### src/rtl/subvec_pkg.sv
package subvec_pkg;

   typedef enum logic {
      ORD_GROUP_MAJOR = 1'b0,
      ORD_LANE_MAJOR  = 1'b1
   } walk_order_e;

   localparam int SUBVL_FIELD_W = 2;

   function automatic walk_order_e order_of(input logic swap_en);
      return swap_en ? ORD_LANE_MAJOR : ORD_GROUP_MAJOR;
   endfunction

endpackage

### src/rtl/subvec_walker.sv
module subvec_walker
   import subvec_pkg::*;
#(
   parameter int VL_W  = 6,
   parameter int IDX_W = VL_W + 2
) (
   input  logic                     clk,
   input  logic                     rst_n,
   input  logic                     load,
   input  logic                     step,
   input  walk_order_e              ord_in,
   input  logic [VL_W-1:0]          vl_in,
   input  logic [SUBVL_FIELD_W-1:0] sub_m1_in,
   output logic [IDX_W-1:0]         idx,
   output logic                     at_end
);

   localparam int PAD_W = IDX_W - VL_W;

   walk_order_e              ord_q;
   logic [VL_W-1:0]          vl_q;
   logic [SUBVL_FIELD_W-1:0] sub_m1_q;
   logic [VL_W-1:0]          inner_q;
   logic [VL_W-1:0]          outer_q;
   logic [IDX_W-1:0]         idx_q;

   logic [VL_W-1:0]          inner_lim;
   logic [VL_W-1:0]          outer_lim;
   logic [IDX_W-1:0]         stride;
   logic                     inner_wrap;
   logic [IDX_W-1:0]         next_lane_base;

   always_comb begin
      if (ord_q == ORD_LANE_MAJOR) begin
         inner_lim = vl_q - 1'b1;
         outer_lim = VL_W'(sub_m1_q);
         stride    = IDX_W'(sub_m1_q) + 1'b1;
      end else begin
         inner_lim = VL_W'(sub_m1_q);
         outer_lim = vl_q - 1'b1;
         stride    = IDX_W'(1);
      end
      inner_wrap     = (inner_q == inner_lim);
      next_lane_base = {{PAD_W{1'b0}}, outer_q} + 1'b1;
   end

   always_ff @(posedge clk or negedge rst_n) begin
      if (!rst_n) begin
         ord_q    <= ORD_GROUP_MAJOR;
         vl_q     <= '0;
         sub_m1_q <= '0;
         inner_q  <= '0;
         outer_q  <= '0;
         idx_q    <= '0;
      end else if (load) begin
         ord_q    <= ord_in;
         vl_q     <= vl_in;
         sub_m1_q <= sub_m1_in;
         inner_q  <= '0;
         outer_q  <= '0;
         idx_q    <= '0;
      end else if (step) begin
         if (inner_wrap) begin
            inner_q <= '0;
            outer_q <= outer_q + 1'b1;
            idx_q   <= (ord_q == ORD_LANE_MAJOR) ? next_lane_base : idx_q + 1'b1;
         end else begin
            inner_q <= inner_q + 1'b1;
            idx_q   <= idx_q + stride;
         end
      end
   end

   assign idx    = idx_q;
   assign at_end = inner_wrap && (outer_q == outer_lim);

endmodule

### src/rtl/subvec_issue_ctl.sv
module subvec_issue_ctl (
   input  logic clk,
   input  logic rst_n,
   input  logic start,
   input  logic vl_nonzero,
   input  logic advance,
   input  logic final_pair,
   output logic load,
   output logic step,
   output logic busy
);

   logic busy_q;

   always_ff @(posedge clk or negedge rst_n) begin
      if (!rst_n) begin
         busy_q <= 1'b0;
      end else if (start) begin
         busy_q <= vl_nonzero;
      end else if (busy_q && advance && final_pair) begin
         busy_q <= 1'b0;
      end
   end

   assign load = start;
   assign step = busy_q && advance && !start;
   assign busy = busy_q;

endmodule

### src/rtl/subvec_reorder_idx.sv
module subvec_reorder_idx
   import subvec_pkg::*;
#(
   parameter int VL_W = 6
) (
   input  logic                     clk,
   input  logic                     rst_n,
   input  logic                     start,
   input  logic [VL_W-1:0]          cfg_vl,
   input  logic [SUBVL_FIELD_W-1:0] cfg_subvl_m1,
   input  logic                     cfg_pack,
   input  logic                     cfg_unpack,
   input  logic                     advance,
   output logic                     out_valid,
   output logic [VL_W+1:0]          out_src,
   output logic [VL_W+1:0]          out_dst,
   output logic                     out_last
);

   localparam int IDX_W   = VL_W + SUBVL_FIELD_W;
   localparam int N_SIDES = 2;

   generate
      if (VL_W < 2) begin : g_bad_vl_w
         $error("VL_W must be at least 2");
      end
   endgenerate

   logic             load;
   logic             step;
   logic             busy;
   logic [IDX_W-1:0] side_idx [N_SIDES];
   logic             side_end [N_SIDES];
   logic [1:0]       side_swap;

   assign side_swap = {cfg_unpack, cfg_pack};

   subvec_issue_ctl u_ctl (
      .clk        (clk),
      .rst_n      (rst_n),
      .start      (start),
      .vl_nonzero (cfg_vl != '0),
      .advance    (advance),
      .final_pair (side_end[0]),
      .load       (load),
      .step       (step),
      .busy       (busy)
   );

   for (genvar s = 0; s < N_SIDES; s++) begin : g_side
      subvec_walker #(
         .VL_W  (VL_W),
         .IDX_W (IDX_W)
      ) u_walk (
         .clk       (clk),
         .rst_n     (rst_n),
         .load      (load),
         .step      (step),
         .ord_in    (order_of(side_swap[s])),
         .vl_in     (cfg_vl),
         .sub_m1_in (cfg_subvl_m1),
         .idx       (side_idx[s]),
         .at_end    (side_end[s])
      );
   end

   assign out_valid = busy;
   assign out_src   = side_idx[0];
   assign out_dst   = side_idx[1];
   assign out_last  = busy && side_end[0];

endmodule

### config.mk
export PLATFORM = sky130hd
export DESIGN_NAME = subvec_reorder_idx
export DESIGN_NICKNAME = d
export VERILOG_FILES = /design/src/rtl/subvec_pkg.sv /design/src/rtl/subvec_walker.sv /design/src/rtl/subvec_issue_ctl.sv /design/src/rtl/subvec_reorder_idx.sv
export SDC_FILE = /design/constraint.sdc
export NUM_CORES = 1
export LEC_CHECK = 0
export BUFFER_PORTS_ARGS = -buffer_cell sky130_fd_sc_hd__buf_2
export CORE_MARGIN = 2
export CORE_UTILIZATION = 60
export CTS_CLUSTER_DIAMETER = 40
export CTS_CLUSTER_SIZE = 24
export DETAILED_ROUTE_END_ITERATION = 12
export MAX_ROUTING_LAYER = met4
export PLACE_DENSITY = 0.79
export SLEW_MARGIN = 15
export SYNTH_ARGS = -nofsm -noshare
export SYNTH_HDL_FRONTEND = slang
export SYNTH_HIERARCHICAL = 1
export SYNTH_SLANG_ARGS = --single-unit
### constraint.sdc
create_clock -name clk -period 4.21 [get_ports clk]
set_input_delay 0.2105 -clock clk [delete_from_list [all_inputs] [get_ports clk]]
set_output_delay 0.2105 -clock clk [all_outputs]
set_load 0.02 [all_outputs]
# Yosys cells after proc, flatten, opt, wreduce, memory -nomap -nowiden

Index checks and enable logic that the tools add are counted.

Shift operators: 0
Bitwise operators: 0
Multiplexer cells: 29
Multipliers: 0
Magnitude comparators: 0
$add $sub $neg: 12
Equal/unequal tests: 3
Reductions and logical operators: 13
Div/mod/pow operators: 0

Operator list:

| kind                                                               | count |
|---|---|
| 6-bit two-way mux                                                  | 15 |
| 8-bit two-way mux                                                  | 9 |
| 6-bit by 1-bit adder with 6-bit output, second input constant      | 4 |
| 6-bit == test                                                      | 3 |
| 8-bit by 1-bit adder with 8-bit output, second input constant      | 2 |
| 8-bit adder                                                        | 2 |
| 6-bit by 1-bit adder with 7-bit output, second input constant      | 2 |
| 2-bit nonzero test                                                 | 4 |
| 6-bit nonzero test                                                 | 1 |
| 6-bit by 1-bit subtractor with 6-bit output, second input constant | 1 |
| 1-bit logical AND                                                  | 5 |
| 1-bit two-way mux                                                  | 4 |
| 2-bit AND reduction                                                | 2 |
| 2-bit by 1-bit adder with 3-bit output, second input constant      | 1 |
| 3-bit two-way mux                                                  | 1 |
| 1-bit logical NOT                                                  | 1 |

Word-level logic and storage cells: 68
Memories: 0
Latch bits: 0
Input bits: 14
Output and inout bits: 18
Bits in registers: 51
Memory bits (read-only): 0
Bits in writable memories: 0

# Longest topological paths before layout

Depth after elaboration: 7
Depth in mapped cells: 12

# By module

The synthesis kept the hierarchy.

By module, submodules not included:

| module                            | cells an instance | seq. area each (sq um) | times used | area each (sq um) |
|---|---|---|---|---|
| subvec_walker at g_side[1].u_walk | 269               | 725.7                  | 1          | 2284.7 |
| subvec_walker at g_side[0].u_walk | 244               | 725.7                  | 1          | 2119.5 |
| subvec_issue_ctl                  | 6                 | 25.0                   | 1          | 57.6 |
| subvec_reorder_idx                | 4                 | 0.0                    | 1          | 20.0 |

# Worst setup path before layout

No wires, ideal clock.

Kind: reg-to-output
Start point: reg g_side[0].u_walk.vl_q[0]
End point: out out_last
Required time: 4.000 ns
Setup slack: 1.422 ns
Cell stages (with the launch flop): 12
Data arrival time: 2.578 ns
Cell sequence: dfrtp_1 -> inv_1 -> ha_1 -> nor3b_1 -> xor2_1 -> and3_1 -> o2111ai_1 -> or2_1 -> buf_2 -> buf_2 -> nor4_1 -> and2_1

RTL lines:

| element                | line                     | RTL |
|---|---|---|
| from (decl)            | subvec_walker.sv:21      | `logic [VL_W-1:0] vl_q;` |
| from (signal assigned) | subvec_walker.sv:57      | `vl_q <= vl_in;` |
| to (decl)              | subvec_reorder_idx.sv:17 | `output logic out_last` |

==> impl_metrics.yaml <==
sta:
  slew_viol_final: 0
  fmax_mhz: 282
  clock_skew_ps: 5.27
  max_slew_margin: 0.463
  fin_setup_tns_ps: 0
  period_needed_ps: 3550
  rsz0062_at_grt: "false"
  tightest_slew_ps: 801
  min_period_over_period: 0.843
  holdWs_ps: 113
  setup_violations: 0
  finalHoldViolCount: 0
worst_setup_path:
  rr_worst_depth: 10
  crit_chain: "inv_1, ha_1, nor3b_1, xor2_1, and3_1, o2111ai_1, or2_1, nor4_1, and2_1, buf_2"
  timing.reg2reg.setup_slack_ps: 1040
  critPathKind: "reg2out"
  crit_required_ps: 4000
  crit_family: "simple AND/OR/NAND/NOR gates"
  crit_slowest_cell: "nor4_1"
  arrival_ps: 3340
  r2r_end: "g_side[0].u_walk/idx[7]"
  crit_path_max_fanout: 14
  critPathLaunchType: "flop"
  timing.rr.start: "g_side[0].u_walk/vl_q[0]"
  crit_buf_inv: 2
  max_stage_delay_ps: 490
  setup.worst_path.end_class: "output pin"
layout:
  multi_input_area_mm2: 0.00259
  final_cells: 609
  antenna_cells: 0
  num-nets-final: 542
  seq_area_mm2: 0.00148
  area_delta_synth_final_pct: 7.11
  drive_gt1_frac: 0.135
  fillers: 603
clock_tree:
  postCtsSetupRepairBufs: 0
  clock_sinks: 59
  cts_buffers: 9
  cts.clk_slew.worst_paths_ps: 60
  htreeDepth: 3
  cts_tree: "done"
  cts_root_buf: "clkbuf_8"
  cts_max_path_buffers: 2
  worst_skew_pair.late_latency_ps: 330
route:
  drc: 0
  routed_wl_mm: 10.4
  drtPass1Iterations: 5
  ant_nets: 0
  routedWlPerCell_um: 17.1
  viasPerCell: 6.42
  drt-initial-drc-count: 248
  vias: 3911
floorplan:
  start_util: 0.628
  num_rows: 30
  die_width_um: 88.8
  fp.coreArea_mm2: 0.00687
  die_area_mm2: 0.00788
  io_pins: 32
  die_y_um: 88.8
placement:
  gp_congestion: 0.884
  placedCellCount: 594
  port_buffers: 31
  place_hpwl_mm: 7.08
grt:
  overflow: 0
  grt.total_usage: 0.292
  met3_usage: 0.0737
  grt_pass1_vias: 3748
  grt_start_max_net_pins: 69
  grt_pass1_wl_mm: 17.5
  busiest_layer: "met2"
  antenna_found_initial: 0
  met2_usage: 0.455
  met1_usage: 0.386
run_status:
  status: "completed"
yosys:
  yosys_warnings: 6
  syn_nets: 531
  synth_cells: 499
  syn_area_per_cell_um2: 8.65
  syn-cell-area_mm2: 0.00431
hold_path:
  hold_class: "in2reg"
  holdPathEnd: "g_side[1].u_walk/ord_q"
  min_path_cells: 3
  holdCritStartpoint: "cfg_unpack"
power:
  p_leak_nw: 1.93
  vdd_drop_max_v: 0.000139
  powerDensity_mw_per_mm2: 291
run:
  drv_cap: 0
## flip-flops by register name, indices dropped and copies added (netlist names)
register / cells
g_side.u_walk/vl_q: 12
g_side.u_walk/ord_q: 2
g_side.u_walk/idx: 16
g_side.u_walk/sub_m1_q: 4
g_side.u_walk/inner_q: 12
u_ctl/busy: 1
g_side.u_walk/outer_q: 12
## final cells by class
class                      instances  area share
sequential                        59       0.320
inverter                          17      0.0138
clock buffer                      14      0.0309
timing repair buffer              40      0.0487
tap                               96      0.0260
multi-input combinational        383       0.561
## metrics by stage
step | total power [mW] | util | instance area (um2) | setup WS [ps]
floorplan | 0.853 | - | 4310 | 1420
global placement | 0.922 | 0.650 | 4470 | 1240
detailed placement | 0.934 | 0.650 | 4470 | 1100
CTS | 1.36 | 0.673 | 4620 | 716
global route | 1.42 | 0.673 | 4620 | 495
finish | 1.35 | 0.673 | 4620 | 661
## where the power goes
group	total (mW)	internal (mW)	switching, mW
logic	0.285	0.108	0.177
clock network	0.418	0.209	0.210
registers	0.643	0.594	0.0495
total	1.35	0.911	0.436
## per-layer routing
layer  vias to the layer above  routed length, um
li1                       1846                  -
met1                      1914               4740
met2                       135               4930
met3                        16                663
met4                         0                106
met5                         -                  0
## worst reg2reg max path: cells and delay by family (launching register included)
kind,cells,cell delay [ps]
AO/OA/AOI/OAI,2,360
buffers and inverters,2,390
AND/OR/NAND/NOR,4,1380
adder cells (fa/ha/maj),1,180
XOR/XNOR,1,350
flip-flops,1,440
## how the worst max path moves through the flow
| stage | endpoint | cells after the start | from |
|---|---|---|---|
| after floorplan | out_last | 11 | g_side[0].u_walk/vl_q[0] |
| after global placement | g_side[0].u_walk/idx[7] | 10 | g_side[0].u_walk/vl_q[0] |
| after detailed placement | out_last | 10 | g_side[0].u_walk/vl_q[0] |
| after CTS | out_last | 10 | g_side[0].u_walk/vl_q[0] |
| after global routing | out_last | 10 | g_side[0].u_walk/vl_q[0] |
| final | out_last | 10 | g_side[0].u_walk/vl_q[0] |
## cells in the final DEF (no fill, tap or decap), types with 7 or more instances in the layout
cell type  count
nor3_1         8
o311ai_0       9
nand2_1       45
nor2b_1        8
nor4b_1        7
xor2_1        12
xnor2_1       25
or3_1         10
clkbuf_8       9
mux2_2        14
nor2_1        33
o21ai_0       33
dfrtp_1       59
o22ai_1        9
nand3_1       16
and3_1        10
inv_1         17
and2_1         9
a21oi_1       23
buf_2         31
nor4_1        15
ha_1          16
mux2i_1        8
buf_4          8
## repair_timing
action / in CTS / in global routing
resized for setup: 0 / 0
endpoints found under the hold margin: 17 / 0
hold buffers: 1 / 0
Power figures use the tool's default switching activity.
